### src/rtl/dsc_pkg.sv
package dsc_pkg;
  localparam int SLOTS = 2;

  typedef struct packed {
    logic vld;
    logic wr;
    logic ser;
  } dsc_cand_t;

  function automatic logic [1:0] grant_count(input logic [1:0] g);
    return {1'b0, g[0]} + {1'b0, g[1]};
  endfunction
endpackage

### src/rtl/dsc_unit_gate.sv
module dsc_unit_gate #(
  parameter int NUM_UNITS = 5,
  parameter logic [NUM_UNITS-1:0] DUAL_MASK = '0,
  localparam int UW = $clog2(NUM_UNITS),
  localparam int UPAD = 1 << UW
) (
  input  logic [UW-1:0]        unit0,
  input  logic [UW-1:0]        unit1,
  input  logic [NUM_UNITS-1:0] busy,
  input  logic [NUM_UNITS-1:0] rs_free,
  output logic                 ok0,
  output logic                 ok1_pair
);
  logic [UPAD-1:0] take_one;
  logic [UPAD-1:0] take_two;

  // One entry per code value; codes past the last unit accept nothing.
  for (genvar u = 0; u < UPAD; u++) begin : g_unit
    if (u < NUM_UNITS) begin : g_real
      assign take_one[u] = ~busy[u] | rs_free[u];
      if (DUAL_MASK[u]) begin : g_dual
        assign take_two[u] = ~busy[u] & rs_free[u];
      end else begin : g_single
        assign take_two[u] = 1'b0;
      end
    end else begin : g_void
      assign take_one[u] = 1'b0;
      assign take_two[u] = 1'b0;
    end
  end

  always_comb begin
    ok0      = take_one[unit0];
    ok1_pair = (unit0 == unit1) ? take_two[unit1] : take_one[unit1];
  end
endmodule

### src/rtl/dsc_res_gate.sv
module dsc_res_gate #(
  parameter int RW = 3,
  parameter int CW = 3,
  parameter int CQ_DEPTH = 6
) (
  input  dsc_pkg::dsc_cand_t c0,
  input  dsc_pkg::dsc_cand_t c1,
  input  logic [RW-1:0]      ren_free,
  input  logic [CW-1:0]      cq_free,
  output logic               res0_ok,
  output logic               res1_ok
);
  localparam logic [CW-1:0] CQ_FULL_FREE = CW'(CQ_DEPTH);

  logic [RW:0] ren_need_pair;
  logic        cq_empty;

  always_comb begin
    ren_need_pair = {{RW{1'b0}}, c0.wr} + {{RW{1'b0}}, c1.wr};
    cq_empty      = (cq_free == CQ_FULL_FREE);
    res0_ok = (!c0.wr || ren_free != '0)
            && (cq_free != '0)
            && (!c0.ser || cq_empty);
    // Slot 1 is judged assuming slot 0 also leaves this cycle.
    res1_ok = ({1'b0, ren_free} >= ren_need_pair)
            && (cq_free >= CW'(2))
            && !c0.ser && !c1.ser;
  end
endmodule

### src/rtl/dispatch_stall_ctrl.sv
module dispatch_stall_ctrl #(
  parameter int NUM_UNITS = 5,
  parameter int REN_DEPTH = 6,
  parameter int CQ_DEPTH  = 6,
  parameter logic [NUM_UNITS-1:0] DUAL_MASK = 5'b00100,
  localparam int UW = $clog2(NUM_UNITS),
  localparam int RW = $clog2(REN_DEPTH + 1),
  localparam int CW = $clog2(CQ_DEPTH + 1)
) (
  input  logic                 clk,
  input  logic                 rst_n,
  input  logic [1:0]           q_vld,
  input  logic [UW-1:0]        q_unit0,
  input  logic [UW-1:0]        q_unit1,
  input  logic [1:0]           q_wr,
  input  logic [1:0]           q_ser,
  input  logic [NUM_UNITS-1:0] unit_busy,
  input  logic [NUM_UNITS-1:0] unit_rs_free,
  input  logic [RW-1:0]        ren_free,
  input  logic [CW-1:0]        cq_free,
  output logic [1:0]           disp_en,
  output logic [UW-1:0]        disp_unit0,
  output logic [UW-1:0]        disp_unit1,
  output logic [1:0]           q_shift
);
  import dsc_pkg::*;

  dsc_cand_t c0, c1;
  logic unit_ok0, unit_ok1;
  logic res_ok0, res_ok1;
  logic [1:0] go;

  assign c0 = '{vld: q_vld[0], wr: q_wr[0], ser: q_ser[0]};
  assign c1 = '{vld: q_vld[1], wr: q_wr[1], ser: q_ser[1]};

  dsc_unit_gate #(.NUM_UNITS(NUM_UNITS), .DUAL_MASK(DUAL_MASK)) u_unit (
    .unit0(q_unit0), .unit1(q_unit1), .busy(unit_busy), .rs_free(unit_rs_free),
    .ok0(unit_ok0), .ok1_pair(unit_ok1)
  );

  dsc_res_gate #(.RW(RW), .CW(CW), .CQ_DEPTH(CQ_DEPTH)) u_res (
    .c0(c0), .c1(c1), .ren_free(ren_free), .cq_free(cq_free),
    .res0_ok(res_ok0), .res1_ok(res_ok1)
  );

  always_comb begin
    go[0] = c0.vld && unit_ok0 && res_ok0;
    go[1] = go[0] && c1.vld && unit_ok1 && res_ok1;
  end

  always_ff @(posedge clk or negedge rst_n) begin
    if (!rst_n) begin
      disp_en    <= '0;
      disp_unit0 <= '0;
      disp_unit1 <= '0;
      q_shift    <= '0;
    end else begin
      disp_en    <= go;
      disp_unit0 <= go[0] ? q_unit0 : '0;
      disp_unit1 <= go[1] ? q_unit1 : '0;
      q_shift    <= grant_count(go);
    end
  end
endmodule

### config.mk
export PLATFORM = sky130hd
export DESIGN_NAME = dispatch_stall_ctrl
export DESIGN_NICKNAME = d
export VERILOG_FILES = /design/src/rtl/dsc_pkg.sv /design/src/rtl/dsc_unit_gate.sv /design/src/rtl/dsc_res_gate.sv /design/src/rtl/dispatch_stall_ctrl.sv
export SDC_FILE = /design/constraint.sdc
export NUM_CORES = 1
export LEC_CHECK = 0
export ABC_AREA = 1
export BUFFER_PORTS_ARGS = -buffer_cell sky130_fd_sc_hd__buf_2
export CAP_MARGIN = 20
export CORE_UTILIZATION = 39
export DETAILED_ROUTE_END_ITERATION = 8
export PLACE_DENSITY = 0.79
export SKIP_CTS_REPAIR_TIMING = 1
export SYNTH_ARGS = -nofsm -noshare
export SYNTH_HDL_FRONTEND = slang
export SYNTH_SLANG_ARGS = --single-unit
### constraint.sdc
create_clock -name clk -period 0.8 [get_ports clk]
set_input_delay 0.16 -clock clk [delete_from_list [all_inputs] [get_ports clk]]
set_output_delay 0.16 -clock clk [all_outputs]
set_load 0.03 [all_outputs]
==> results.sh, run 1 <==
export IMPL_run_status="finished, violations left"
export IMPL_violations="setup timing"
export IMPL_clkSinkCount=10
export IMPL_power_frac_comb=0.327
export IMPL_routed_wl_um=1910
export IMPL_multi_input_area_um2=484
export IMPL_fp_dieH_um=45.2
export IMPL_worstPathArrival_ps=1450
export IMPL_finalWeightedCongestion=0.896
export IMPL_crit_path_start_kind="input port"
export IMPL_worst_pin_slew_ps=213
export IMPL_worst_setup_path_type="input port to flop"
export IMPL_nets=198
export IMPL_startpoint="q_wr[1]"
export IMPL_rsz0062_at_grt="yes"
export IMPL_fin_crit_ps=1300
export IMPL_overflow=0
export IMPL_antenna_cells=0
export IMPL_routed_via_density=4.46
export IMPL_clockPowerShare=0.310
export IMPL_vias=839
export IMPL_hp_class="input port to flop"
export IMPL_register_area_um2=250
export IMPL_grt_max_degree=11
export IMPL_worstPathMaxFanout=2
export IMPL_antenna_found_initial=0
export IMPL_yosys_cell_types_count=16
export IMPL_synth_largest_area_cell="dfrtp_1"
export IMPL_ys_seq_area_frac=0.344
export IMPL_fillers=134
export IMPL_dieArea_mm2=0.00204
export IMPL_root_buffer="clkbuf_4"
export IMPL_clk_pin_slew_ps=60
export IMPL_grt_util_all_layers=0.183
export IMPL_grt_pass1_wl_um=2690
export IMPL_postSynthCellCount=109
export IMPL_slew_headroom=0.858
export IMPL_period_share=1.62
export IMPL_grt_pass1_vias=726
export IMPL_hold_viol_final=0
export IMPL_power_density_mw_per_mm2=1110
export IMPL_cpPeakStageDelay_ps=260
export IMPL_wl_per_cell_um=10.1
export IMPL_start_util=0.417
export IMPL_swShare=0.295
export IMPL_critPathSlowestCell="ha_4"
export IMPL_post_place_ws_ps=-834
export IMPL_power_leakage_uw=0.000725
export IMPL_place_area_mm2=0.00107
export IMPL_setup_violations_final=17
export IMPL_min_delay_start="q_unit0[0]"
export IMPL_vdd_drop_max_uv=637
export IMPL_max_freq_ghz=0.771
export IMPL_worstPathCellList="buf_6 > ha_4 > ha_4 > inv_2 > nand2_2 > a21oi_2 > nor2_1 > nand2_1 > inv_2 > nand2_4 > nor2_4 > ha_4"
export IMPL_fin_ws_ps=-498
export IMPL_area_growth_pct=78.0
export IMPL_htreeDepth=1
export IMPL_ys_seq_elements=10
export IMPL_synth_edf_count=0
export IMPL_yosysTopAreaCellShare=0.344
export IMPL_power_internal_uw=1020
export IMPL_tritoncts="built"
export IMPL_fin_tns_setup_ps=-3800
export IMPL_required_ps=960
export IMPL_rows=15
export IMPL_core_mm2=0.00175
export IMPL_hpwlAfterDp_um=1380
export IMPL_postSynthAreaPerCell_um2=6.68
export IMPL_io_pins=40
export IMPL_first_pass_iters=4
export IMPL_yosys_warnings=0
export IMPL_postSynthNetCount=143
export IMPL_clk_path_buf_depth=2
export IMPL_async_flop_share=1.00
export IMPL_end_kind="flop"
export IMPL_fin_area_mm2=0.00130
export IMPL_power_uw=1440
export IMPL_cap_violations=0
export IMPL_fp_dieW_um=45.2
export IMPL_ys_flop_type="dfrtp_1"
export IMPL_cts_made_buffers=3
export IMPL_drtIter0Drc=8
export IMPL_layout_drive_gt1_share=0.534
export IMPL_drv_slew=0
export IMPL_netlist_area_um2=728
export IMPL_worstHoldPathCells=4
export IMPL_postRouteAntennaNets=0
export IMPL_yosys_top_cells_area="dfrtp_1 34%, nand2_1 17%, inv_1 9.8%"
export IMPL_power_frac_seq=0.363
export IMPL_portBuffers=39
export IMPL_post_route_drc_count=0
export IMPL_p_sw_uw=424
export IMPL_cpMostUsedCell="ha_4"
## stage by stage
stage,util,std cells,hold WS [ps]
2_1_floorplan,-,109,-136
3_3_place_gp,0.613,183,18.4
3_5_place_dp,0.613,183,21.6
4_1_cts,0.634,187,-268
5_1_grt,0.743,188,210
6_report,0.743,188,217
## cell families (layout without fill, tap and decap cells)
group	Yosys count	in the layout	share of synthesized area
buf+inv	24	78	0.124
simple gates	66	66	0.421
fa+ha+maj	4	4	0.0687
compound gates	4	4	0.0309
xor+xnor	1	1	0.0120
flops	10	10	0.344
## power by group through the flow
stage / Sequential (µW) / Clock, µW / Combinational, µW
after floorplan: 554 / 0 / 182
after CTS: 519 / 460 / 390
after global placement: 529 / 0 / 377
after global routing: 523 / 486 / 519
final: 523 / 446 / 471
after detailed placement: 528 / 0 / 388
## metal layers
| metal | global-route usage | vias up | wire, µm |
|---|---|---|---|
| li1 | - | 438 | - |
| met3 | 0.0360 | 4 | 77 |
| met1 | 0.200 | 368 | 680 |
| met5 | 0 | - | 0 |
| met2 | 0.333 | 29 | 1120 |
| met4 | 0.0909 | 0 | 34 |
## final timing paths
path,slack [ps],to
max in group asynchronous,330,disp_en[0]
min in group asynchronous,290,disp_en[1]
hold / removal,220,disp_unit0[0]
setup / recovery,-500,q_shift[0]
## cell usage after synthesis, types with 2 or more instances
| cell type | count |
|---|---|
| a21oi_1 | 2 |
| dfrtp_1 | 10 |
| ha_1 | 4 |
| inv_1 | 19 |
| inv_2 | 5 |
| nand2_1 | 33 |
| nand2_4 | 2 |
| nand3_1 | 10 |
| nor2_1 | 15 |
| nor3_2 | 3 |
## flip-flops by register name, indices dropped and copies added (netlist names)
| register | flops |
|---|---|
| disp_unit0 | 3 |
| q_shift | 2 |
| disp_unit1 | 3 |
| disp_en | 2 |
## critical path, delay by kind of cell
family,cells,cell delay (ps)
buf+inv,3,200
simple gates,5,370
fa+ha+maj,3,700
compound gates,1,40
## cell usage in the layout, fill, tap and decap left out, drive strengths merged
cell type / synthesis / routed
o21ai: 1 / 1
nand4: 1 / 1
dfrtp: 10 / 10
inv: 24 / 23
dlygate4sd3: 0 / 1
nand2: 36 / 36
xnor2: 1 / 1
clkbuf: 0 / 4
clkinv: 0 / 1
nor2: 16 / 16
o211ai: 1 / 1
nand3: 10 / 10
buf: 0 / 49
ha: 4 / 4
a21oi: 2 / 2
nor3: 3 / 3
## area by class of cell
cell class / instances / share of cell area
multi-input combinational: 75 / 0.374
timing repair buffer: 50 / 0.302
inverter: 24 / 0.0792
tap: 25 / 0.0241
clock buffer: 4 / 0.0280
sequential: 10 / 0.193
Note: power is estimated with default switching activity, not from simulation.
==> inputs of run 2 (changes only) <==
--- a/config.mk
+++ b/config.mk
@@ -10,6 +10,7 @@
 export CAP_MARGIN = 20
 export CORE_UTILIZATION = 39
 export DETAILED_ROUTE_END_ITERATION = 8
+export GPL_TIMING_DRIVEN = 0
 export PLACE_DENSITY = 0.79
 export SKIP_CTS_REPAIR_TIMING = 1
 export SYNTH_ARGS = -nofsm -noshare
==> run 2 against run 1 <==
Compared with the run above: sequential power hardly changed; largest cell class unchanged; clock power is 3% higher; cell count is 1.1% lower; count of clock-buffer cells in the layout stayed put; hold slack worse by 42 ps; the flow still finishes with violations (setup timing); die area stayed put; global-route usage is 2.9 points lower; via count is 1.2% lower.
==> results.sh, run 2 (synthesized netlist as in run 1, its figures left out) <==
export IMPL_run_status="finished, violations left"
export IMPL_violations="setup timing"
export IMPL_finalWeightedCongestion=0.866
export IMPL_vdd_drop_max_uv=526
export IMPL_cts_made_buffers=3
export IMPL_area_growth_pct=66.5
export IMPL_layout_common_cells="32 x nand2_1, 25 x buf_2, 15 x inv_1"
export IMPL_cap_violations=0
export IMPL_wl_per_cell_um=9.78
export IMPL_clk_path_buf_depth=2
export IMPL_max_freq_ghz=0.741
export IMPL_overflow=0
export IMPL_nets=196
export IMPL_top_regs="disp_unit0: 3 flops, disp_unit1: 3 flops"
export IMPL_crit_path_start_kind="input port"
export IMPL_mostFrequentLayoutCell="nand2_1"
export IMPL_grt_pass1_wl_um=2320
export IMPL_worst_pin_slew_ps=209
export IMPL_clkSinkCount=10
export IMPL_hp_class="input port to flop"
export IMPL_vias=829
export IMPL_slew_headroom=0.860
export IMPL_worstPathCellList="buf_6 > ha_4 > ha_4 > inv_2 > nand2_2 > a21oi_2 > nor2_1 > nand2_1 > inv_2 > nand2_4 > nor2_2 > ha_1"
export IMPL_drtIter0Drc=18
export IMPL_period_share=1.69
export IMPL_required_ps=960
export IMPL_clk_pin_slew_ps=70
export IMPL_routed_via_density=4.46
export IMPL_grt_max_degree=11
export IMPL_post_route_drc_count=0
export IMPL_io_pins=40
export IMPL_fp_dieH_um=45.2
export IMPL_setup_violations_final=19
export IMPL_tritoncts="built"
export IMPL_start_util=0.417
export IMPL_portBuffers=39
export IMPL_worst_setup_path_type="input port to flop"
export IMPL_grt_pass1_vias=658
export IMPL_fin_area_mm2=0.00121
export IMPL_antenna_found_initial=0
export IMPL_drv_slew=0
export IMPL_hold_viol_final=0
export IMPL_rows=15
export IMPL_fp_dieW_um=45.2
export IMPL_cpPeakStageDelay_ps=260
export IMPL_postRouteAntennaNets=0
export IMPL_rsz0062_at_grt="yes"
export IMPL_worstHoldPathCells=3
export IMPL_placed_cells=173
export IMPL_dieArea_mm2=0.00204
export IMPL_antenna_cells=0
export IMPL_fin_crit_ps=1350
export IMPL_grt_util_all_layers=0.154
export IMPL_fin_ws_ps=-549
export IMPL_end_kind="flop"
export IMPL_htreeDepth=1
export IMPL_routed_wl_um=1820
export IMPL_power_density_mw_per_mm2=1160
export IMPL_worstPathMaxFanout=3
export IMPL_fin_tns_setup_ps=-4190
export IMPL_worstPathArrival_ps=1510
export IMPL_place_area_um2=995
export IMPL_layout_drive_gt1_share=0.478
export IMPL_root_buffer="clkbuf_4"
export IMPL_first_pass_iters=4
export IMPL_final_cells=186
export IMPL_hpwlAfterDp_um=1260
export IMPL_power_leakage_uw=0.000700
export IMPL_core_mm2=0.00175
export IMPL_critPathSlowestCell="ha_4"
[run 2: cell count changes in the layout (fill, tap and decap cells not counted), sizes merged]
cell / change
nand2: +1
buf: -3
clkinv: +1
inv: -1
[run 2: critical path: cells and delay by family]
| kind | cells | cell delay [ps] |
|---|---|---|
| fa+ha+maj | 3 | 720 |
| buf+inv | 3 | 190 |
| simple gates | 5 | 390 |
| compound gates | 1 | 40 |
[run 2: per-stage QoR]
stage	worst slack (ps)	hold slack [ps]	total power (µW)	utilization
2_1_floorplan	-646	-136	736	-
3_3_place_gp	-857	18.6	870	0.570
3_5_place_dp	-875	19.9	879	0.570
4_1_cts	-593	-271	1330	0.591
5_1_grt	-614	185	1470	0.695
6_report	-549	175	1410	0.695
[run 2: cell type report]
cell class | instances | area [µm²]
well taps | 25 | 31.3
clock buffers | 4 | 36.3
flip-flops and latches | 10 | 250
repair buffers | 47 | 354
inverters | 24 | 100
multi-input cells | 76 | 440
fillers | 154 | 533
[run 2: final timing paths]
kind / start / end / slack [ps]
setup / recovery: q_wr[1] / q_shift[0] / -550
hold / removal: q_unit1[1] / disp_unit1[1] / 180
max in group asynchronous: rst_n / q_shift[1] / 330
min in group asynchronous: rst_n / q_shift[0] / 290
[run 2: layer usage]
| metal | track usage | wire length, µm |
|---|---|---|
| met3 | 0.0360 | 85 |
| met2 | 0.272 | 1030 |
| met5 | 0 | 0 |
| met1 | 0.171 | 695 |
| met4 | 0.0788 | 12 |
[run 2: where the power goes]
group	leakage [µW]	switching [µW]	total [µW]	internal [µW]
Sequential	0.000138	4.68	521	517
Combinational	0.000541	230	426	196
Clock	0.0000210	182	458	277
